===== config.mk =====
export PLATFORM = sky130hd
export DESIGN_NAME = blit2d_engine
export DESIGN_NICKNAME = d
export VERILOG_FILES = /design/src/rtl/blit2d_pkg.sv /design/src/rtl/blit2d_fifo.sv /design/src/rtl/blit2d_walker.sv /design/src/rtl/blit2d_engine.sv
export SDC_FILE = /design/constraint.sdc
export NUM_CORES = 2
export LEC_CHECK = 0
export ABC_CLOCK_PERIOD_IN_PS = 33300
export BUFFER_PORTS_ARGS = -buffer_cell sky130_fd_sc_hd__buf_2
export CAP_MARGIN = 25
export CORE_UTILIZATION = 60
export CTS_BUF_LIST = sky130_fd_sc_hd__clkbuf_4 sky130_fd_sc_hd__clkbuf_8
export CTS_CLUSTER_DIAMETER = 200
export DETAILED_ROUTE_END_ITERATION = 8
export HOLD_SLACK_MARGIN = 0.03
export PLACE_DENSITY = 0.77
export SYNTH_ARGS = -nofsm -noshare
export SYNTH_HDL_FRONTEND = slang
export SYNTH_SLANG_ARGS = --single-unit

===== constraint.sdc =====
create_clock -name clk -period 33.3 [get_ports clk]
set_input_delay 4.995 -clock clk [delete_from_list [all_inputs] [get_ports clk]]
set_output_delay 4.995 -clock clk [all_outputs]
set_load 0.02 [all_outputs]

===== src/rtl/blit2d_pkg.sv =====
package blit2d_pkg;
  localparam logic [31:0] OP_FILL = 32'h0941_0000;
  localparam logic [31:0] OP_MODE = 32'hf101_0108;

  typedef struct packed {
    logic [15:0] y;
    logic [15:0] x;
  } xy_t;

  typedef enum logic [1:0] {D_IDLE, D_ARGS, D_RUN} dec_st_t;
  typedef enum logic [1:0] {K_FILL, K_BLIT, K_MODE} kind_t;
  typedef enum logic [1:0] {W_IDLE, W_EVAL, W_RD, W_WR} walk_st_t;
endpackage


===== src/rtl/blit2d_fifo.sv =====
module blit2d_fifo #(
  parameter int DEPTH = 8,
  parameter int W     = 32,
  parameter int FW    = $clog2(DEPTH + 1)
) (
  input  logic          clk,
  input  logic          rst_n,
  input  logic          in_valid,
  output logic          in_ready,
  input  logic [W-1:0]  in_data,
  output logic          out_valid,
  input  logic          out_pop,
  output logic [W-1:0]  out_data,
  output logic [FW-1:0] free_slots
);
  localparam int PW = (DEPTH > 1) ? $clog2(DEPTH) : 1;

  logic [W-1:0]  store [DEPTH];
  logic [PW-1:0] wp, rp;
  logic [FW-1:0] cnt;
  logic          push, pop;

  assign in_ready   = (cnt != FW'(DEPTH));
  assign out_valid  = (cnt != '0);
  assign out_data   = store[rp];
  assign free_slots = FW'(DEPTH) - cnt;
  assign push       = in_valid && in_ready;
  assign pop        = out_pop && out_valid;

  always_ff @(posedge clk or negedge rst_n) begin
    if (!rst_n) begin
      wp  <= '0;
      rp  <= '0;
      cnt <= '0;
    end else begin
      if (push) begin
        store[wp] <= in_data;
        wp <= (wp == PW'(DEPTH - 1)) ? '0 : wp + 1'b1;
      end
      if (pop) rp <= (rp == PW'(DEPTH - 1)) ? '0 : rp + 1'b1;
      case ({push, pop})
        2'b10:   cnt <= cnt + 1'b1;
        2'b01:   cnt <= cnt - 1'b1;
        default: cnt <= cnt;
      endcase
    end
  end

  p_no_overflow_r1: assert property (@(posedge clk) disable iff (!rst_n)
    cnt <= FW'(DEPTH));
  p_pushpop_r1: assert property (@(posedge clk) disable iff (!rst_n)
    (push && pop) |=> $stable(free_slots));
endmodule


===== src/rtl/blit2d_walker.sv =====
module blit2d_walker
  import blit2d_pkg::*;
#(
  parameter int AW = 24
) (
  input  logic          clk,
  input  logic          rst_n,
  input  logic          start,
  input  logic          is_blit,
  input  logic          dec_x,
  input  logic          dec_y,
  input  xy_t           src_i,
  input  xy_t           dst_i,
  input  xy_t           size_i,
  input  logic [AW-1:0] base,
  input  logic [15:0]   pitch,
  input  logic [15:0]   fg,
  input  logic          pix16,
  input  logic [15:0]   xmin,
  input  logic [15:0]   xmax,
  input  logic [15:0]   ymin,
  input  logic [15:0]   ymax,
  output logic          mem_req,
  output logic          mem_we,
  output logic [AW-1:0] mem_addr,
  output logic [15:0]   mem_wdata,
  input  logic [15:0]   mem_rdata,
  input  logic          mem_ack,
  output logic          busy
);
  walk_st_t    st;
  xy_t         src_q, dst_q, size_q;
  logic        blit_q, decx_q, decy_q;
  logic [15:0] ox, oy, pix_q;
  logic [15:0] offx, offy, px, py, qx, qy;
  logic        inclip, last_x, last_y, step;

  function automatic logic [AW-1:0] pix_addr(input logic [15:0] x, input logic [15:0] y);
    logic [31:0] lin;
    lin = 32'(y) * 32'(pitch) + 32'(x);
    return base + AW'(pix16 ? (lin << 1) : lin);
  endfunction

  always_comb begin
    offx   = decx_q ? (size_q.x - 16'd1 - ox) : ox;
    offy   = decy_q ? (size_q.y - 16'd1 - oy) : oy;
    px     = dst_q.x + offx;
    py     = dst_q.y + offy;
    qx     = src_q.x + offx;
    qy     = src_q.y + offy;
    inclip = (px >= xmin) && (px <= xmax) && (py >= ymin) && (py <= ymax);
    last_x = (ox == size_q.x - 16'd1);
    last_y = (oy == size_q.y - 16'd1);
    step   = ((st == W_EVAL) && !inclip) || ((st == W_WR) && mem_ack);
  end

  assign busy      = (st != W_IDLE);
  assign mem_req   = (st == W_RD) || (st == W_WR);
  assign mem_we    = (st == W_WR);
  assign mem_addr  = (st == W_RD) ? pix_addr(qx, qy) : pix_addr(px, py);
  assign mem_wdata = blit_q ? pix_q : (pix16 ? fg : {8'h00, fg[7:0]});

  always_ff @(posedge clk or negedge rst_n) begin
    if (!rst_n) begin
      st <= W_IDLE;
      src_q <= '0; dst_q <= '0; size_q <= '0;
      blit_q <= 1'b0; decx_q <= 1'b0; decy_q <= 1'b0;
      ox <= '0; oy <= '0; pix_q <= '0;
    end else begin
      case (st)
        W_IDLE: if (start) begin
          src_q <= src_i; dst_q <= dst_i; size_q <= size_i;
          blit_q <= is_blit; decx_q <= dec_x; decy_q <= dec_y;
          ox <= '0; oy <= '0;
          if (size_i.x != '0 && size_i.y != '0) st <= W_EVAL;
        end
        W_EVAL: if (inclip) st <= blit_q ? W_RD : W_WR;
        W_RD: if (mem_ack) begin
          pix_q <= pix16 ? mem_rdata : {8'h00, mem_rdata[7:0]};
          st <= W_WR;
        end
        default: ;
      endcase
      if (step) begin
        if (last_x) begin
          ox <= '0;
          if (last_y) st <= W_IDLE;
          else begin oy <= oy + 16'd1; st <= W_EVAL; end
        end else begin
          ox <= ox + 16'd1;
          st <= W_EVAL;
        end
      end
    end
  end

  p_clip_r6: assert property (@(posedge clk) disable iff (!rst_n)
    (mem_req && mem_we) |-> (px >= xmin && px <= xmax && py >= ymin && py <= ymax));
  p_req_hold_r10: assert property (@(posedge clk) disable iff (!rst_n)
    (mem_req && !mem_ack) |=> (mem_req && $stable(mem_we) && $stable(mem_addr) && $stable(mem_wdata)));
  p_zero_r7: assert property (@(posedge clk) disable iff (!rst_n)
    (st == W_IDLE && start && (size_i.x == '0 || size_i.y == '0)) |=> !busy);
  p_byte_r11: assert property (@(posedge clk) disable iff (!rst_n)
    (mem_req && mem_we && !pix16) |-> (mem_wdata[15:8] == 8'h00));
endmodule


===== src/rtl/blit2d_engine.sv =====
module blit2d_engine
  import blit2d_pkg::*;
#(
  parameter int DEPTH = 8,
  parameter int AW    = 24,
  parameter int FW    = $clog2(DEPTH + 1)
) (
  input  logic          clk,
  input  logic          rst_n,
  input  logic          cmd_valid,
  output logic          cmd_ready,
  input  logic [31:0]   cmd_data,
  output logic [FW-1:0] free_slots,
  input  logic          cfg_we,
  input  logic [2:0]    cfg_sel,
  input  logic [31:0]   cfg_wdata,
  output logic [15:0]   status,
  output logic          mem_req,
  output logic          mem_we,
  output logic [AW-1:0] mem_addr,
  output logic [15:0]   mem_wdata,
  input  logic [15:0]   mem_rdata,
  input  logic          mem_ack
);
  localparam int NCFG = 8;

  logic [31:0] cfg_q [NCFG];
  logic        f_valid, f_pop;
  logic [31:0] w;
  dec_st_t     d_st;
  kind_t       kind;
  logic [1:0]  need, idx, dir_q;
  xy_t         arg_q [3];
  logic        start_q, pix16, err, w_busy;

  always_ff @(posedge clk or negedge rst_n) begin
    if (!rst_n) begin
      for (int i = 0; i < NCFG; i++)
        cfg_q[i] <= (i == 5 || i == 7) ? 32'h0000_ffff : 32'h0;
    end else if (cfg_we) begin
      cfg_q[cfg_sel] <= cfg_wdata;
    end
  end

  blit2d_fifo #(.DEPTH(DEPTH), .W(32), .FW(FW)) u_fifo (
    .clk(clk), .rst_n(rst_n),
    .in_valid(cmd_valid), .in_ready(cmd_ready), .in_data(cmd_data),
    .out_valid(f_valid), .out_pop(f_pop), .out_data(w),
    .free_slots(free_slots)
  );

  assign f_pop = f_valid && (d_st != D_RUN);

  always_ff @(posedge clk or negedge rst_n) begin
    if (!rst_n) begin
      d_st <= D_IDLE; kind <= K_FILL; need <= '0; idx <= '0; dir_q <= '0;
      start_q <= 1'b0; pix16 <= 1'b0; err <= 1'b0;
      for (int i = 0; i < 3; i++) arg_q[i] <= '0;
    end else begin
      start_q <= 1'b0;
      case (d_st)
        D_IDLE: if (f_valid) begin
          idx <= '0;
          if (w == OP_FILL) begin
            kind <= K_FILL; need <= 2'd2; d_st <= D_ARGS;
          end else if (w[31:24] == 8'h0d && w[23:18] == 6'b010001 && w[15:0] == 16'h0) begin
            kind <= K_BLIT; need <= 2'd3; dir_q <= w[17:16]; d_st <= D_ARGS;
          end else if (w == OP_MODE) begin
            kind <= K_MODE; need <= 2'd1; d_st <= D_ARGS;
          end else begin
            err <= 1'b1;
          end
        end
        D_ARGS: if (f_valid) begin
          arg_q[idx] <= w;
          idx <= idx + 2'd1;
          if (idx == need - 2'd1) begin
            if (kind == K_MODE) begin
              pix16 <= w[15];
              d_st <= D_IDLE;
            end else begin
              start_q <= 1'b1;
              d_st <= D_RUN;
            end
          end
        end
        D_RUN: if (!start_q && !w_busy) d_st <= D_IDLE;
        default: d_st <= D_IDLE;
      endcase
    end
  end

  blit2d_walker #(.AW(AW)) u_walk (
    .clk(clk), .rst_n(rst_n), .start(start_q),
    .is_blit(kind == K_BLIT), .dec_x(dir_q[0]), .dec_y(dir_q[1]),
    .src_i(arg_q[0]),
    .dst_i((kind == K_BLIT) ? arg_q[1] : arg_q[0]),
    .size_i((kind == K_BLIT) ? arg_q[2] : arg_q[1]),
    .base(cfg_q[0][AW-1:0]), .pitch(cfg_q[1][15:0]), .fg(cfg_q[2][15:0]),
    .pix16(pix16),
    .xmin(cfg_q[4][15:0]), .xmax(cfg_q[5][15:0]),
    .ymin(cfg_q[6][15:0]), .ymax(cfg_q[7][15:0]),
    .mem_req(mem_req), .mem_we(mem_we), .mem_addr(mem_addr),
    .mem_wdata(mem_wdata), .mem_rdata(mem_rdata), .mem_ack(mem_ack),
    .busy(w_busy)
  );

  always_comb begin
    status     = '0;
    status[0]  = f_valid;
    status[4]  = (d_st != D_IDLE);
    status[5]  = w_busy;
    status[8]  = mem_req;
    status[12] = err;
  end

  p_err_sticky_r8: assert property (@(posedge clk) disable iff (!rst_n)
    err |=> err);
  p_idle_quiet_r9: assert property (@(posedge clk) disable iff (!rst_n)
    (d_st == D_IDLE) |-> !mem_req);
endmodule


Yosys cells after proc, flatten, opt, wreduce, memory -nomap -nowiden

Memory sizes are Yosys's and may differ from the RTL's.
Cells that the tools add are included.

Shifts and indexed selects: 0
Multiply operators: 2
Add/sub/neg operators: 21
Bitwise operators: 5
Reductions and logical operators: 45
Magnitude comparators: 8
Div/mod/pow operators: 0
Muxes and demuxes: 60
Equality and inequality tests: 29

Operators with widths:

| operator                                           | count |
|---|---|
| bitwise mux 256 bit                                | 1 |
| two-way mux 16 bit                                 | 14 |
| two-way mux 32 bit                                 | 4 |
| bitwise mux 96 bit                                 | 1 |
| demux 32 bit (select 3 bit)                        | 1 |
| two-way mux 24 bit                                 | 3 |
| adder 16 bit                                       | 4 |
| demux 32 bit (select 2 bit)                        | 1 |
| adder 24 x 16 -> 24 bit                            | 2 |
| adder 24 bit                                       | 2 |
| multiplier 16 x 16 -> 24 bit                       | 2 |
| two-way mux 2 bit                                  | 20 |
| adder 16 x 1 -> 16 bit, second input constant      | 2 |
| == test 16 bit                                     | 2 |
| == test 32 x 28 -> 1 bit, second input constant    | 1 |
| == test 32 bit, second input constant              | 1 |
| greater-or-equal comparator 16 bit                 | 2 |
| less-or-equal comparator 16 bit                    | 2 |
| nonzero test 16 bit                                | 2 |
| subtractor 16 x 1 -> 16 bit, second input constant | 2 |
| subtractor 16 bit                                  | 2 |
| zero test 16 bit                                   | 1 |
| logical AND 1 bit                                  | 15 |
| AND reduction 5 bit                                | 3 |
| 37 further kinds                                   | 80 |

Bits in latches: 0
Memories: 1
Bits in writable memories: 256
ROM bits: 0
Output and inout port bits: 63
Register bits after elaboration: 524
Input bits: 88
Logic and storage cells: 209

Memories:

| memory       | words | width | read ports | clocked after memory_dff | wr ports | line              | text |
|---|---|---|---|---|---|---|---|
| u_fifo.store | 8     | 32    | 1          | 0                        | 1        | blit2d_fifo.sv:18 | `logic [W-1:0] store [DEPTH];` |

Depth between registers and ports, before layout

Word-level depth: 13
Gate-level depth with buffers: 52
Mapped depth without buffers: 51

Modules after synthesis

Synthesis repeated with hierarchy kept, for this count alone.

Cells, all modules: 4435
Area, all modules: 49356.1 um^2

By module, submodules not included:

| module        | cells an instance | instances | area an instance (um^2) | sequential area each (um^2) |
|---|---|---|---|---|
| blit2d_walker | 3362              | 1         | 29216.8                 | 3728.6 |
| blit2d_fifo   | 443               | 1         | 10362.4                 | 7937.6 |
| blit2d_engine | 630               | 1         | 9776.9                  | 5770.5 |

Worst setup path before layout

No wires, ideal clock.

Kind: register -> output
Start point: register u_walk.size_q[16] (netlist bit)
End point: output port mem_addr[23]
Stages on the path, launching flop included: 48
Buffers on the path: 2
Data arrival time: 11.357 ns
Data required time: 28.305 ns
Slack: 16.948 ns
Cell sequence: dfrtp_1 or4_4 or3_1 buf_2 nand2_1 ha_1 o21ai_0 a21oi_1 a21o_1 xor2_1 nand2_1 o21ai_0 ha_1 or4_1 o22ai_1 o21ai_0 a211oi_1 clkbuf_1 [12 not listed] ha_1 a21oi_1 o21ai_0 o41ai_1 o21ai_0 a21oi_1 nor2b_1 o21a_1 nor2_1 xnor2_1 mux4_2 ha_1 nand2_1 nor3_1 a2111oi_0 a21oi_1 xnor2_1 xnor2_1

Cells in the longest elaborated chain, start to end: 9
Elaborated cells between the ends (all ways): 14
Those cells by class: add/sub (8); mul (2); mux (4)

RTL lines:

| what                            | line                                     | text |
|---|---|---|
| start: declaration              | blit2d_walker.sv:32                      | `xy_t src_q, dst_q, size_q;` |
| start signal: assignment        | blit2d_walker.sv:72                      | `src_q <= src_i; dst_q <= dst_i; size_q <= size_i;` |
| subtractor 16 x 1 -> 16 bit *   | blit2d_walker.sv:46                      | `offy = decy_q ? (size_q.y - 16'd1 - oy) : oy;` |
| subtractor 16 bit *             | blit2d_walker.sv:46                      |  |
| two-way mux 16 bit *            | blit2d_walker.sv:46                      |  |
| adder 16 bit (on tied branches) | blit2d_walker.sv:48, blit2d_walker.sv:50 |  |
| multiplier 16 x 16 -> 24 bit    | blit2d_walker.sv:40                      | `lin = 32'(y) * 32'(pitch) + 32'(x);` |
| adder 24 x 16 -> 24 bit         | blit2d_walker.sv:40                      |  |
| two-way mux 24 bit              | blit2d_walker.sv:41                      | `return base + AW'(pix16 ? (lin << 1) : lin);` |
| adder 24 bit                    | blit2d_walker.sv:41                      |  |
| two-way mux 24 bit *            | blit2d_walker.sv:60                      | `assign mem_addr = (st == W_RD) ? pix_addr(qx, qy) : pix_addr(px, py);` |
| end: declaration                | blit2d_engine.sv:20                      | `output logic [AW-1:0] mem_addr,` |

Every way passes the cells marked *; elsewhere a longest branch is shown, timed or not.

Worst setup path in the final report

Ends and elaborated chain as after synthesis.

==> metrics.cfg <==
[global_route]
grt_antenna_before_repair = 1
grtUsageTotal_pct = 29.15
grt_overflow_total = 0
grt_pass1_vias = 34890
grt_max_degree = 89
grt_pass1_wl_um = 187300

[outcome]
outcome = finished clean

[cts]
cts_tree = built
hold_buffers = 0
clk_pin_slew_ns = 0.06
cts_buffers = 104
cts_max_level = 3
cts_buffer_depth = 3
cts_resized = 0
cts_setup_buffers = 0
clk_latency_ns = 0.74
clock_sinks = 644
cts_root_buf = clkbuf_8

[floorplan]
pin_count = 151
floorplan.initialDensity_pct = 60.53
die_area_mm2 = 0.08227
rows = 104
die_w_um = 286.8
core-area_mm2 = 0.08042
die_h_um = 286.8

[power_and_ir_drop]
comb_power_share_pct = 22.2
power.density_mw_per_mm2 = 40.23
power.share.switching_pct = 31.27
p_int_mw = 1.460
sequentialPowerShare_pct = 44.8
pwr-share-clk_pct = 33.0
p_leak_nw = 24.11
vdd_ir_drop_max_mv = 0.05289
p_switching_mw = 0.6645

[sta]
fin_setup_tns_ns = 0
hold_slack_ns = 0.4657
finalSetupViolCount = 0
grt_setup_unrepaired = no
finalCriticalPeriod_ns = 18.71
fin_crit_sh_pct = 56.18
timing.fmax_mhz = 53.45
maxSlewHeadroom_pct = 25.98
clock_skew_ns = 0.03619
finalHoldViolations = 0
slew_viol_final = 0
tightest_slew_ns = 1.110

[worst_setup_path]
cp_top_family = adder cells
critPathRequiredTime_ns = 28.30
critPathMaxFanout = 15
crit_path_max_incr_delay_ns = 0.85
slowest_stage = a2111oi_0
path_buf_inv = 5
critical_path_class = reg2out
startpoint_type = flop
cp-end-kind = output port
cp_common_cell = fa_1
cp_data_arrival_time_ns = 13.71

[synth]
synth_top_cell_area_share_pct = 18.30
synth_cell_types = 70
ys.flop_type = dfrtp_1
syn_inst = 4557
ys_top_cells_by_area = dfrtp_1, edfxtp_1, fa_1
synth-edff-count = 256
yosysTopAreaCell = dfrtp_1
yosysWarnings = 0
syn-cell-area_mm2 = 0.04868
seq_area_frac_synth_pct = 35.82
ys_seq_elements = 644
syn_avg_cell_area_um2 = 10.68
synth-async-reset-ratio_pct = 60.25

[detailed_routing]
via_per_inst = 5.759
drt_pass1_iterations = 5
ant_nets = 0
drt-total-wl_um = 117100
first_iter_violations = 2401
vias = 33600
wl_per_cell_um = 20.07
drc = 0

[min_path]
hold_path_class = reg2reg

[placed_design]
place.gp.congestion = 0.9567
io_buffers = 131
dpl.hpwl_um = 85670

[cells_and_area]
multiInputGateArea_mm2 = 0.02820
area_delta_synth_final_pct = 8.511
final_layout_size_suffix_gt1_share_pct = 15.65
fillers = 6146
nets = 5492
seq_area_mm2 = 0.01745

[job]
maxCapViolations = 0

final timing paths:
check	startpoint	end	slack, ns	cells past startpoint
max	u_walk.size_q[16]	mem_addr[23]	14.59	42
min	err	err	0.47	1
max reg2reg	u_walk.size_q[16]	u_walk.oy[7]	25.07	30
min reg2reg	err	err	0.47	1
max in group asynchronous	rst_n	u_walk.oy[10]	27.30	4
min in group asynchronous	rst_n	cfg_q[171]	4.21	1
final cells by class:
class / instances / share of cell area, %
well taps: 1060 / 2.511
flip-flops and latches: 644 / 33.03
repair buffers: 206 / 2.359
inverters: 653 / 4.641
clock inverters: 49 / 0.7296
clock buffers: 142 / 3.333
multi-input cells: 3080 / 53.39
diodes: 1 / 0.004738
sequential cells by signal, summed over array words and instances (netlist names), 3 cells and up:
name	count
u_walk.size_q	32
u_walk.src_q	32
u_fifo.store	256
u_fifo.rp	3
u_fifo.cnt	4
u_walk.oy	16
arg_q	96
u_fifo.wp	3
u_walk.pix_q	16
u_walk.ox	16
cfg_q	120
u_walk.dst_q	32
cell families after synthesis:
| kind of cell | Yosys count | synth area share [%] |
|---|---|---|
| fa+ha+maj | 715 | 24.18 |
| compound gates | 624 | 7.701 |
| flops | 644 | 35.82 |
| buf+inv | 843 | 6.627 |
| simple gates | 1165 | 11.69 |
| other cells | 1 | 0.007704 |
| mux | 372 | 10.39 |
| xor+xnor | 193 | 3.588 |
cell usage after synthesis, types with 90 or more instances:
cell      number
a21oi_1      121
nand2_1      511
mux2i_1       90
dfrtp_1      356
inv_1        652
clkbuf_1     154
o21ai_0      275
fa_1         376
edfxtp_1     256
ha_1         339
mux2_2       195
nor2_1       121
and2_1       223
xnor2_1      134
power groups by stage:
stage          Sequential [mW]  Clock (mW)  Combinational, mW
2_1_floorplan            0.933           0              0.329
3_3_place_gp             0.962           0              0.456
3_5_place_dp             0.967           0              0.471
4_1_cts                  0.952       0.712              0.474
5_1_grt                  0.960       0.746              0.505
6_report                 0.952       0.702              0.471
metal layers:
| layer | vias up | routed length (um) | global-route usage, % |
|---|---|---|---|
| li1 | 15510 | - | - |
| met1 | 16830 | 48190 | 37.26 |
| met2 | 1013 | 57700 | 49.93 |
| met3 | 252 | 6746 | 4.556 |
| met4 | 0 | 4465 | 11.37 |
| met5 | - | 0 | 0 |
cells in the final DEF (no fill, tap or decap), types with 73 or more instances in the layout:
cell      instances
mux2i_1          90
ha_1            338
fa_1            376
edfxtp_1        256
dfrtp_1         351
mux2_2          195
xnor2_1         129
a21o_1           73
buf_2           130
mux4_2           87
buf_4            73
clkbuf_8        111
nor2_1          115
a21oi_1         119
o21ai_0         275
nand2_1         510
inv_1           652
and2_1          223
per-stage QoR:
stage	instances	util (%)	worst slack, ns	cell area, um2	total power [mW]
2_1_floorplan	4567	-	16.95	48710	1.262
3_3_place_gp	5641	62.97	15.59	50640	1.418
3_5_place_dp	5641	62.97	15.43	50640	1.438
4_1_cts	5832	65.64	14.65	52780	2.139
5_1_grt	5835	65.68	13.99	52820	2.211
6_report	5835	65.68	14.59	52820	2.125
Note: power is estimated with default switching activity, not from simulation.
